$ cat src/rtl/vfg_pkg.sv
package vfg_pkg;
  typedef enum logic {
    SEL_RX = 1'b0,
    SEL_TX = 1'b1
  } en_sel_e;
endpackage

$ cat src/rtl/vfg_fn_decode.sv
// Turns a strobe plus a function index into a one-hot vector.
module vfg_fn_decode #(
  parameter int N  = 64,
  parameter int IW = 6
) (
  input  logic          vld,
  input  logic [IW-1:0] idx,
  output logic [N-1:0]  hot
);
  for (genvar i = 0; i < N; i++) begin : g_dec
    assign hot[i] = vld && (idx == IW'(i));
  end
endmodule

$ cat src/rtl/vfg_enable_bank.sv
// One enable vector. Precedence per bit: full clear, then the bit's own clear, then the write.
module vfg_enable_bank #(
  parameter int N = 64
) (
  input  logic         clk,
  input  logic         rst,
  input  logic         clr_all,
  input  logic [N-1:0] clr_vec,
  input  logic         wr_en,
  input  logic [N-1:0] wr_data,
  output logic [N-1:0] q
);
  for (genvar i = 0; i < N; i++) begin : g_bit
    always_ff @(posedge clk) begin
      if (rst || clr_all) q[i] <= 1'b0;
      else if (clr_vec[i]) q[i] <= 1'b0;
      else if (wr_en)      q[i] <= wr_data[i];
    end
  end
endmodule

$ cat src/rtl/vfg_mbx_flags.sv
// Mailbox "in use" flags. A clear wins over a set.
module vfg_mbx_flags #(
  parameter int N = 64
) (
  input  logic         clk,
  input  logic         rst,
  input  logic [N-1:0] set_vec,
  input  logic [N-1:0] wr_vec,
  input  logic         wr_val,
  input  logic [N-1:0] rel_vec,
  output logic [N-1:0] q
);
  logic [N-1:0] clr_v, set_v;
  assign clr_v = rel_vec | (wr_vec & {N{~wr_val}});
  assign set_v = set_vec | (wr_vec & {N{wr_val}});

  for (genvar i = 0; i < N; i++) begin : g_flag
    always_ff @(posedge clk) begin
      if (rst)           q[i] <= 1'b0;
      else if (clr_v[i]) q[i] <= 1'b0;
      else if (set_v[i]) q[i] <= 1'b1;
    end
  end
endmodule

$ cat src/rtl/vfg_prefetch_gate.sv
// Registered descriptor prefetch permit. It depends only on the queue level.
module vfg_prefetch_gate #(
  parameter int N     = 64,
  parameter int QW    = 5,
  parameter int DEPTH = 16
) (
  input  logic          clk,
  input  logic          rst,
  input  logic [N*QW-1:0] level,
  output logic [N-1:0]  permit
);
  localparam logic [QW:0] DEPTH_V = DEPTH[QW:0];

  for (genvar i = 0; i < N; i++) begin : g_lane
    logic below;
    assign below = {1'b0, level[i*QW +: QW]} < DEPTH_V;
    always_ff @(posedge clk) begin
      if (rst) permit[i] <= 1'b0;
      else     permit[i] <= below;
    end
  end
endmodule

$ cat src/rtl/vf_gate_ctrl.sv
module vf_gate_ctrl
  import vfg_pkg::*;
#(
  parameter int NUM_FN   = 64,
  parameter int QW       = 5,
  parameter int DQ_DEPTH = 16,
  localparam int FIDX_W  = (NUM_FN > 1) ? $clog2(NUM_FN) : 1
) (
  input  logic                 clk,
  input  logic                 rst,
  input  logic                 pf_rst,
  input  logic                 en_wr,
  input  logic                 en_sel,
  input  logic [NUM_FN-1:0]    en_data,
  input  logic                 swrst_v,
  input  logic [FIDX_W-1:0]    swrst_fn,
  input  logic                 flr_v,
  input  logic [FIDX_W-1:0]    flr_fn,
  input  logic                 mbx_set_en,
  input  logic [FIDX_W-1:0]    mbx_set_fn,
  input  logic                 mbx_wr_en,
  input  logic [FIDX_W-1:0]    mbx_wr_fn,
  input  logic                 mbx_wr_val,
  input  logic                 mbx_rel_en,
  input  logic [FIDX_W-1:0]    mbx_rel_fn,
  input  logic [NUM_FN*QW-1:0] dq_level,
  output logic [NUM_FN-1:0]    rx_permit,
  output logic [NUM_FN-1:0]    tx_permit,
  output logic [NUM_FN-1:0]    desc_permit,
  output logic [NUM_FN-1:0]    mbx_busy
);
  en_sel_e sel;
  assign sel = en_sel_e'(en_sel);

  logic [NUM_FN-1:0] sw_hot, flr_hot, fn_clr;
  logic [NUM_FN-1:0] set_hot, wr_hot, rel_hot;

  vfg_fn_decode #(.N(NUM_FN), .IW(FIDX_W)) u_dec_sw  (.vld(swrst_v),    .idx(swrst_fn),   .hot(sw_hot));
  vfg_fn_decode #(.N(NUM_FN), .IW(FIDX_W)) u_dec_flr (.vld(flr_v),      .idx(flr_fn),     .hot(flr_hot));
  vfg_fn_decode #(.N(NUM_FN), .IW(FIDX_W)) u_dec_set (.vld(mbx_set_en), .idx(mbx_set_fn), .hot(set_hot));
  vfg_fn_decode #(.N(NUM_FN), .IW(FIDX_W)) u_dec_wr  (.vld(mbx_wr_en),  .idx(mbx_wr_fn),  .hot(wr_hot));
  vfg_fn_decode #(.N(NUM_FN), .IW(FIDX_W)) u_dec_rel (.vld(mbx_rel_en), .idx(mbx_rel_fn), .hot(rel_hot));

  // Both per-function resets clear the same enable bits.
  assign fn_clr = sw_hot | flr_hot;

  vfg_enable_bank #(.N(NUM_FN)) u_rx_bank (
    .clk(clk), .rst(rst), .clr_all(pf_rst), .clr_vec(fn_clr),
    .wr_en(en_wr && sel == SEL_RX), .wr_data(en_data), .q(rx_permit)
  );

  vfg_enable_bank #(.N(NUM_FN)) u_tx_bank (
    .clk(clk), .rst(rst), .clr_all(pf_rst), .clr_vec(fn_clr),
    .wr_en(en_wr && sel == SEL_TX), .wr_data(en_data), .q(tx_permit)
  );

  // The mailbox flags see no reset source except rst.
  vfg_mbx_flags #(.N(NUM_FN)) u_mbx (
    .clk(clk), .rst(rst), .set_vec(set_hot), .wr_vec(wr_hot),
    .wr_val(mbx_wr_val), .rel_vec(rel_hot), .q(mbx_busy)
  );

  vfg_prefetch_gate #(.N(NUM_FN), .QW(QW), .DEPTH(DQ_DEPTH)) u_pref (
    .clk(clk), .rst(rst), .level(dq_level), .permit(desc_permit)
  );
endmodule

$ cat config.mk
export PLATFORM = sky130hd
export DESIGN_NAME = vf_gate_ctrl
export DESIGN_NICKNAME = d
export VERILOG_FILES = /design/src/rtl/vfg_pkg.sv /design/src/rtl/vfg_fn_decode.sv /design/src/rtl/vfg_enable_bank.sv /design/src/rtl/vfg_mbx_flags.sv /design/src/rtl/vfg_prefetch_gate.sv /design/src/rtl/vf_gate_ctrl.sv
export SDC_FILE = /design/constraint.sdc
export NUM_CORES = 1
export LEC_CHECK = 0
export ABC_AREA = 1
export BUFFER_PORTS_ARGS = -buffer_cell sky130_fd_sc_hd__buf_2
export CORE_AREA = 4 4 266 268
export CTS_CLUSTER_DIAMETER = 80
export DETAILED_ROUTE_END_ITERATION = 10
export DIE_AREA = 0 0 270 272
export HOLD_SLACK_MARGIN = 0.15
export PLACE_DENSITY_LB_ADDON = 0.08
export SYNTH_ARGS = -nofsm -noshare
export SYNTH_HDL_FRONTEND = slang
export SYNTH_SLANG_ARGS = --single-unit
$ cat constraint.sdc
create_clock -name clk -period 1.8 [get_ports clk]
set_clock_uncertainty 0.1 [all_clocks]
set_input_delay 0.36 -clock clk [delete_from_list [all_inputs] [get_ports clk]]
set_output_delay 0.36 -clock clk [all_outputs]
set_load 0.03 [all_outputs]
# [Word level (Yosys, flattened, before mapping)]
# Index checks and enable logic that the tools add are counted.
[word_totals] register_bits=256 output_inout_bits=256 elab_cells=1098
[classes] n_lt_le_gt_ge=64 n_eq_ne=315 bitwise=7 n_reduce_logical=456
[op_table] operator="$eq A6 B6 Y1 const B" n=160
[op_table] operator="$eq A6 B5 Y1 const B" n=80
[op_table] operator="$logic_and A1 B1 Y1" n=322
[op_table] operator="$lt A5 B5 Y1 const B" n=64
[op_table] operator="$reduce_or A2 Y1" n=128
[op_table] operator="$eq A6 B4 Y1 const B" n=40
[op_table] operator="$or A64 B64 Y64" n=3
[op_table] operator="$and A64 B64 Y64" n=2
[op_table] operator="$eq A6 B3 Y1 const B" n=20
[op_table] operator="$eq A6 B2 Y1 const B" n=10
[op_table] operator="$eq A6 B1 Y1 const B" n=5
[op_table] operator="$logic_not A6 Y1" n=5
[op_table] operator="$not A1 Y1" n=2
[op_table] operator="$logic_or A1 B1 Y1" n=1

# [Depth between registers and ports, before layout]
# Gate-level depths: netlist (run 1).
[logic_depth] ltp_word=5 depth_mapped=8 ltp_nobuf=7

# [Hierarchy]
# Synthesis (run 1) repeated with hierarchy kept, for this count alone.
[hier_totals] cells_unflattened=2635 area_unflattened_um2=14567.7
[by_module_without_submodules] mod="vfg_enable_bank" instances=2 cells_per_inst=597 area_per_inst_um2=3343.2 seq_area_each_um2=1281.2
[by_module_without_submodules] mod="vfg_mbx_flags" instances=1 cells_per_inst=590 area_per_inst_um2=3315.7 seq_area_each_um2=1281.2
[by_module_without_submodules] mod="vfg_fn_decode" instances=5 cells_per_inst=104 area_per_inst_um2=445.4 seq_area_each_um2=0.0
[by_module_without_submodules] mod="vfg_prefetch_gate" instances=1 cells_per_inst=135 area_per_inst_um2=1600.3 seq_area_each_um2=1281.2
[by_module_without_submodules] mod="vf_gate_ctrl" instances=1 cells_per_inst=196 area_per_inst_um2=738.2 seq_area_each_um2=0.0

# [Least setup slack after synthesis (run 1)]
# Ideal clock, no wire load.
[synth_timing] path_kind="input port to flip-flop" startpoint="input en_wr" endpoint="register u_tx_bank.q[15]" arrival_time_ps=1212 t_required_ps=1636 setup_slack_ps=424 path_stages=8 path_buffers=3 cell_sequence="buf_4 nand2_1 buf_4 buf_6 nand2_1 o21ai_0 inv_1 nor2_1"
[synth_between] elab_chain_len=1
[synth_rtl] element="start, declared" line="vf_gate_ctrl.sv:12" text="input logic en_wr,"
[synth_rtl] element="$logic_and A1 B1 Y1" line="vf_gate_ctrl.sv:54" text=".wr_en(en_wr && sel == SEL_TX), .wr_data(en_data), .q(tx_permit)"
[synth_rtl] element="end signal, assigned by index" line="vfg_enable_bank.sv:17" text="else if (wr_en) q[i] <= wr_data[i];"
[synth_rtl] element="end, declared" line="vfg_enable_bank.sv:11" text="output logic [N-1:0] q"
# No other way between the ends.
# A chain may end at the register's enable or synchronous reset.

# [Final worst setup path (run 1)]
[layout_timing] startpoint="register u_mbx.q[2]" endpoint="output mbx_busy[2]"
[layout_rtl] element="start, declared" line="vfg_mbx_flags.sv:11" text="output logic [N-1:0] q"
[layout_rtl] element="start signal, assigned by index" line="vfg_mbx_flags.sv:19" text="if (rst) q[i] <= 1'b0;"
[layout_rtl] element="start signal, assigned by index" line="vfg_mbx_flags.sv:20" text="else if (clr_v[i]) q[i] <= 1'b0;"
[layout_rtl] element="start signal, assigned by index" line="vfg_mbx_flags.sv:21" text="else if (set_v[i]) q[i] <= 1'b1;"
[layout_rtl] element="end, declared" line="vf_gate_ctrl.sv:30" text="output logic [NUM_FN-1:0] mbx_busy"
# No word-level cell between the ends.

==> results.yml, run 1 <==
status:
  status: "finished clean"
critical_path:
  crit_chain: "buf_2"
  critPathSlowestCell: "dfxtp_1"
  crit_family: "flip-flops"
  cp_max_fo: 2
  cp-start-kind: "flop"
  critPathMaxStageDelay_ns: 0.41
  rrSetupSlack_ns: 0.97
  arrival_ns: 1.20
  end_kind: "output pin"
  path_class: "flop to output pin"
  crit_buf_inv: 1
  crit_required_ns: 1.34
clock_tree:
  clkLatencyLatePin_ns: 0.55
  cts_resized: 0
  clk_pin_slew_ns: 0.05
  cts.sinks: 256
  postCtsSetupBuffers: 0
  htreeDepth: 2
  cts_hold_buf: 138
  root_buffer: "clkbuf_16"
  clockBufferDepth: 3
  cts_tree: "done"
  cts_buffers: 39
die:
  initial_utilization_pct: 17.5
  num_rows: 96
  dieArea_sq_um: 73400
  die_w_um: 270
  core_region_area_sq_um: 68300
  die_y_um: 272
  io_pins: 681
yosys:
  synth_compound_area_share_pct: 6.21
  synth_simple_gate_area_share_pct: 38.7
  syn-instance-count: 1925
  synth_area_sq_um: 12000
  ys_ff_latch: 256
  synth_fp_nets: 2350
  synth_cell_type_count: 20
  synthAdderAreaFrac_pct: 0
  synth_top_family_by_area: "simple AND/OR/NAND/NOR gates"
  ys_warn_count: 0
  synth_area_per_cell_sq_um: 6.22
  synthMuxAreaShare_pct: 0
  synth-xor-area-share_pct: 0
  yosysSeqAreaShare_pct: 42.8
drt:
  drc: 0
  avgRoutedWirePerCell_um: 16.9
  viasPerCell: 3.99
  initialDrtViolationCount: 798
  first_pass_iters: 5
  wirelength_um: 58400
  ant_nets: 0
  num_vias: 13800
grt:
  grt_max_degree: 65
  grt_pass1_wl_um: 85800
  grt_pass1_vias: 13200
  track_usage_pct: 15.3
  grt-ovfl-total: 0
  grt_antenna_before_repair: 6
cells_and_area:
  syn_to_final_growth_pct: 54.1
  layout.nets: 2969
  multiInputGateArea_sq_um: 5400
  fin_util_pct: 27.0
  fillers: 7638
  fin_area_sq_um: 18400
  seq_area_sq_um: 5120
  drive_gt1_share_pct: 23.0
pwr:
  p_per_area_nw_per_um2: 858
  power_frac_comb_pct: 13.8
  p_sw_mw: 4.43
  ir_drop_uv: 631
  p_int_mw: 11.4
  p_seq_share_pct: 37.3
  p_leak_nw: 8.62
  sw_frac_of_total_pct: 28.0
  clockPowerShare_pct: 48.9
timing:
  setup_slack_ns: 0.141
  fin_crit_sh_pct: 92.2
  timing.final.crit_period_ns: 1.66
  grt_setup_unrepaired: "no"
  tightest_slew_ns: 0.441
  max_freq_mhz: 603
  max_slew_margin_pct: 70.5
  finalSetupViolations: 0
  setup_tns_ns: 0
  hold-worst-slack_ns: 0.224
  hold_violations: 0
  maxSlewViolCount: 0
place:
  place_congestion: 0.782
  place_ws_ns: 0.0384
  dpl-instance-area_sq_um: 15800
  post-dp-hpwl_um: 43700
  io_buffer_count: 424
hold_path:
  hp-class: "input pin to flop"
run:
  drv_cap: 0
## cell type report
class                   count  area share [%]
multi-input cells        1308            29.3
clock inverters            17            1.09
flip-flops and latches    256            27.8
inverters                 283            5.76
clock buffers              50            5.96
diodes                      1          0.0136
well taps                 882            5.98
repair buffers            656            24.1
## cells by family (layout without fill, tap and decap cells)
kind of cell	Yosys count	after routing
DFF	256	256
other	0	1
AOI/OAI and AO/OA	144	144
buffers and inverters	361	1006
and+or+nand+nor	1164	1164
## routing by layer
metal / global-route usage, % / vias to the layer above / wire length (um) / part of all wire [%]
li1: - / 7065 / - / -
met1: 20.0 / 6186 / 26500 / 45
met2: 24.4 / 432 / 25700 / 44
met3: 5.03 / 85 / 4570 / 7.8
met4: 4.13 / 8 / 1500 / 2.6
met5: 0 / - / 54 / 0.092
## worst paths after layout
check,start,endpoint,depth (start not counted)
max reg2reg,u_mbx.q[5],u_mbx.q[5],4
min reg2reg,u_tx_bank.q[31],u_tx_bank.q[31],2
min,flr_fn[4],u_rx_bank.q[10],5
max,u_mbx.q[2],mbx_busy[2],1
## state kept, by name (all words and copies together) (netlist names)
name / count
u_mbx.q: 64
u_tx_bank.q: 64
u_rx_bank.q: 64
u_pref.permit: 64
## power by group through the flow
stage                     sequential, mW  clock, mW  combinational, mW
after floorplan                     6.33          0              0.745
after global placement              6.01          0               1.97
after detailed placement            6.01          0               1.97
after CTS                           5.89       8.09               2.22
after global routing                5.91       8.31               2.40
final                               5.89       7.73               2.19
## Yosys cell counts
master | instances | share of area, %
clkinv_1 | 1 | 0.031
o21ai_1 | 15 | 0.63
dfxtp_1 | 256 | 43
inv_1 | 278 | 8.7
clkbuf_1 | 27 | 0.85
a21oi_1 | 11 | 0.46
nor2_2 | 2 | 0.10
nor2_1 | 469 | 15
o21bai_1 | 9 | 0.56
buf_2 | 25 | 1.0
buf_4 | 11 | 0.69
nand2_1 | 494 | 15
nand2_2 | 1 | 0.052
nand3_1 | 194 | 8.1
buf_1 | 10 | 0.31
nor3_1 | 2 | 0.084
inv_2 | 4 | 0.13
buf_6 | 5 | 0.47
nor3_2 | 2 | 0.17
o21ai_0 | 109 | 4.6
## through the flow
stage	power, mW	cells
2_1_floorplan	7.07	1925
3_3_place_gp	7.98	3247
3_5_place_dp	7.98	3247
4_1_cts	16.2	3452
5_1_grt	16.6	3452
6_report	15.8	3453
## cell usage in the layout, fill, tap and decap left out, types with 2 or more instances in the layout
cell	count
a21oi_1	11
buf_12	19
buf_2	423
buf_4	76
bufinv_16	3
clkbuf_1	4
clkbuf_16	40
clkbuf_8	6
clkinv_2	5
clkinv_4	3
dfxtp_1	256
dlygate4sd3_1	138
inv_1	278
inv_2	4
inv_6	4
nand2_1	493
nand2_4	2
nand3_1	194
nor2_1	468
nor2_2	2
nor3_1	2
nor3_2	2
o21ai_0	109
o21ai_1	15
o21bai_1	9
Power figures use the tool's default switching activity.
==> run 2: changes to the inputs <==
MAX_ROUTING_LAYER = met4   (was unset)
==> run 2 against run 1 <==
Net effect: sequential power about the same; setup slack about the same; sequential cell count unchanged; power about the same; sequential share of layout area about the same; fmax about the same; via count down 0.52%; count of clock-buffer cells in the layout unchanged; utilization about the same; first-iteration DRC count down 2.5%; combinational power about the same; critical endpoint is now mbx_busy[5]; largest power group unchanged.
==> results.yml, run 2 (same netlist as run 1, synthesis figures left out) <==
hold_path:
  worstHoldStart: "flr_fn[4]"
  min_to: "u_tx_bank.q[10]"
  hp-class: "input pin to flop"
  holdPathStages: 5
die:
  die_y_um: 272
  num_rows: 96
  io_pins: 681
  initial_utilization_pct: 17.5
  core_region_area_sq_um: 68300
  die_w_um: 270
  dieArea_sq_um: 73400
timing:
  grt_setup_unrepaired: "no"
  fin_crit_sh_pct: 92.2
  setup_slack_ns: 0.141
  setup_tns_ns: 0
  hold_violations: 0
  maxSlewViolCount: 0
  timing.final.crit_period_ns: 1.66
  max_freq_mhz: 603
  hold-worst-slack_ns: 0.196
  finalSetupViolations: 0
  max_slew_margin_pct: 71.1
  tightest_slew_ns: 0.432
grt:
  grt_pass1_wl_um: 85800
  grt_pass1_vias: 13200
  grt-ovfl-total: 0
  track_usage_pct: 15.8
  grt_max_degree: 65
  grt_antenna_before_repair: 6
drt:
  drc: 0
  met1_length_um: 26700
  top_layer_used: "met4"
  initialDrtViolationCount: 778
  wl_met3_um: 4410
  first_pass_iters: 5
  wirelength_um: 58400
  viasPerCell: 3.96
  wl_met2_um: 25800
  num_vias: 13700
  ant_nets: 0
  avgRoutedWirePerCell_um: 16.9
clock_tree:
  root_buffer: "clkbuf_16"
  htreeDepth: 2
  cts_buffers: 39
  clockBufferDepth: 3
  cts.sinks: 256
  cts_tree: "done"
  clk_pin_slew_ns: 0.06
  clkLatencyLatePin_ns: 0.55
place:
  io_buffer_count: 424
  dpl-instance-area_sq_um: 15800
  place_ws_ns: 0.0384
  place_congestion: 0.794
  place_inst: 3247
  post-dp-hpwl_um: 43700
critical_path:
  crit_family: "flip-flops"
  end_kind: "output pin"
  reg2reg_from: "u_mbx.q[32]"
  critPathSlowestCell: "dfxtp_1"
  arrival_ns: 1.20
  cp-start-kind: "flop"
  rrSetupSlack_ns: 0.97
  r2r-end: "u_mbx.q[32]"
  cp_max_fo: 2
  critPathMaxStageDelay_ns: 0.42
  crit_required_ns: 1.34
  rr_worst_depth: 3
  crit_chain: "buf_2"
  path_class: "flop to output pin"
  crit_buf_inv: 1
status:
  status: "finished clean"
pwr:
  p_leak_nw: 8.62
  fin_total_pwr_mw: 15.8
  ir_drop_uv: 629
  p_per_area_nw_per_um2: 857
cells_and_area:
  mostFrequentLayoutCells: "493 x nand2_1, 468 x nor2_1, 423 x buf_2"
  instances_no_fill: 3459
  seq_area_sq_um: 5120
  final_common_cell: "nand2_1"
  fin_util_pct: 27.0
  fillers: 7646
  layout.nets: 2969
  fin_area_sq_um: 18500
  syn_to_final_growth_pct: 54.2
  drive_gt1_share_pct: 23.0
  multiInputGateArea_sq_um: 5400
run:
  drv_cap: 0
## run 2: cell types whose count changed in the layout (fill, tap and decap cells not counted), sizes merged
cell   delta
diode     +6
## run 2: worst max path at each step
stage | from | to | slack (ns) | cells past startpoint
after floorplan | en_wr | u_tx_bank.q[15] | 0.42 | 8
after global placement | flr_fn[0] | u_tx_bank.q[6] | 0.03 | 8
after detailed placement | flr_fn[2] | u_rx_bank.q[41] | 0.04 | 8
after CTS | u_mbx.q[18] | mbx_busy[18] | 0.07 | 1
after global routing | u_mbx.q[18] | mbx_busy[18] | 0.06 | 1
final | u_mbx.q[5] | mbx_busy[5] | 0.14 | 1
## run 2: area by class of cell
class / count / share of cell area [%]
multi-input cells: 1308 / 29.2
flip-flops and latches: 256 / 27.8
clock inverters: 17 / 1.08
repair buffers: 656 / 24.1
diodes: 7 / 0.0949
inverters: 283 / 5.76
clock buffers: 50 / 5.95
well taps: 882 / 5.98
## run 2: metal layers
metal	vias to the layer above	track usage (%)
li1	7076	-
met1	6146	20.0
met2	404	24.4
met3	79	5.00
met4	0	4.19
met5	-	-
## run 2: timing repair
action / CTS / global route
hold buffers: 138 / 0
gates resized for setup: 0 / 0
hold endpoints to repair: 192 / 0
setup buffers: 0 / 0
## run 2: power by group
group / internal, mW / total, mW / switching [mW]
Combinational: 0.796 / 2.19 / 1.39
Sequential: 5.83 / 5.89 / 0.0641
Clock: 4.76 / 7.73 / 2.97
==> run 3: changes to the inputs <==
clock period = 1.7 ns   (was 1.8 ns; I/O delays follow)
==> run 3 against run 2 <==
Net effect: wire length increased by 0.11%; setup slack got worse by 0.083 ns; die area unchanged; critical endpoint unchanged; highest routed layer unchanged; largest power group unchanged; utilization about the same; sequential cell count unchanged; first-iteration DRC count increased by 0.90%; non-clock buffer count increased by 2; design area about the same; hold slack improved by 0.026 ns; largest cell class unchanged; count of clock-buffer cells in the layout increased by 3; critical path type unchanged; cell count unchanged; combinational power increased by 6%.
==> results.yml, run 3 (same netlist as run 1, synthesis figures left out) <==
pwr:
  p_leak_nw: 8.59
  fin_total_pwr_mw: 16.4
  p_per_area_nw_per_um2: 887
  ir_drop_uv: 660
clock_tree:
  cts.sinks: 256
  cts_buffers: 38
  clk_pin_slew_ns: 0.06
  htreeDepth: 2
  clockBufferDepth: 3
  postCtsSetupBuffers: 0
  cts_resized: 0
  clkLatencyLatePin_ns: 0.54
  cts_tree: "done"
  root_buffer: "clkbuf_16"
drt:
  first_pass_iters: 5
  wl_met3_um: 4720
  top_layer_used: "met4"
  wl_met2_um: 25200
  ant_nets: 0
  viasPerCell: 3.96
  avgRoutedWirePerCell_um: 16.9
  wirelength_um: 58500
  initialDrtViolationCount: 785
  num_vias: 13700
  met1_length_um: 26700
  drc: 0
timing:
  timing.final.crit_period_ns: 1.64
  tightest_slew_ns: 0.485
  fin_crit_sh_pct: 96.6
  max_slew_margin_pct: 67.7
  setup_slack_ns: 0.0581
  max_freq_mhz: 609
  finalSetupViolations: 0
  hold_violations: 0
  maxSlewViolCount: 0
  grt_setup_unrepaired: "no"
cells_and_area:
  instances_no_fill: 3459
  fin_util_pct: 27.0
  syn_to_final_growth_pct: 54.2
  drive_gt1_share_pct: 22.9
  layout.nets: 2970
  mostFrequentLayoutCells: "493 x nand2_1, 468 x nor2_1, 423 x buf_2"
  final_common_cell: "nand2_1"
grt:
  grt_pass1_wl_um: 85300
  grt_max_degree: 77
  grt_antenna_before_repair: 5
  grt-ovfl-total: 0
  grt_pass1_vias: 13100
  track_usage_pct: 15.8
place:
  place_ws_ns: -0.0320
  place_congestion: 0.815
  place_inst: 3249
  io_buffer_count: 424
  post-dp-hpwl_um: 43600
die:
  io_pins: 681
  num_rows: 96
  die_w_um: 270
  initial_utilization_pct: 17.5
  core_region_area_sq_um: 68300
  die_y_um: 272
  dieArea_sq_um: 73400
critical_path:
  end_kind: "output pin"
  crit_required_ns: 1.26
  crit_chain: "buf_2"
  crit_family: "flip-flops"
  crit_buf_inv: 1
  critPathMaxStageDelay_ns: 0.43
  cp-start-kind: "flop"
  path_class: "flop to output pin"
  critPathSlowestCell: "dfxtp_1"
  arrival_ns: 1.20
  cp_max_fo: 2
hold_path:
  hp-class: "input pin to flop"
status:
  status: "finished clean"
run:
  drv_cap: 0
[run 3: per-layer routing]
metal  up-vias  global-route usage (%)
met2       466                    23.9
met4         0                    4.90
met3        87                    5.03
li1       7067                       -
met1      6094                    20.0
met5         -                       -
[run 3: area by class of cell]
type,instances,area (sq um)
Antenna cell,6,15.0
Multi-Input combinational cell,1308,5400
Fill cell,7704,49900
Inverter,283,1060
Sequential cell,256,5120
Clock buffer,53,1090
Clock inverter,13,140
Timing Repair Buffer,658,4530
Tap cell,882,1100
[run 3: what timing repair did]
action / in CTS / in global routing
hold buffers: 138 / 0
endpoints found under the setup margin: 0 / 0
hold endpoints to repair: 194 / 0
[run 3: stage by stage]
step / TNS, ns / hold slack, ns / instance area [sq um]
after floorplan: 0 / 0.312 / 12000
after global placement: -0.0360 / 0.348 / 15800
after detailed placement: -0.116 / 0.350 / 15800
after CTS: 0 / 0.168 / 18400
after global routing: 0 / 0.209 / 18500
final: 0 / 0.222 / 18500
[run 3: path summary, 6_finish.rpt]
| check | slack (ns) | depth (start not counted) | to | from |
|---|---|---|---|---|
| worst max register to register | 0.86 | 4 | u_mbx.q[5] | u_mbx.q[5] |
| worst min-delay path | 0.22 | 6 | u_mbx.q[48] | mbx_rel_fn[4] |
| worst min register to register | 0.36 | 2 | u_rx_bank.q[47] | u_rx_bank.q[47] |
| worst max-delay path | 0.06 | 1 | mbx_busy[5] | u_mbx.q[5] |
[run 3: where the power goes]
| group | switching, mW | internal [mW] | total, mW |
|---|---|---|---|
| Clock | 3.02 | 4.77 | 7.79 |
| Combinational | 1.48 | 0.858 | 2.33 |
| Sequential | 0.0690 | 6.17 | 6.24 |
| Total | 4.57 | 11.8 | 16.4 |
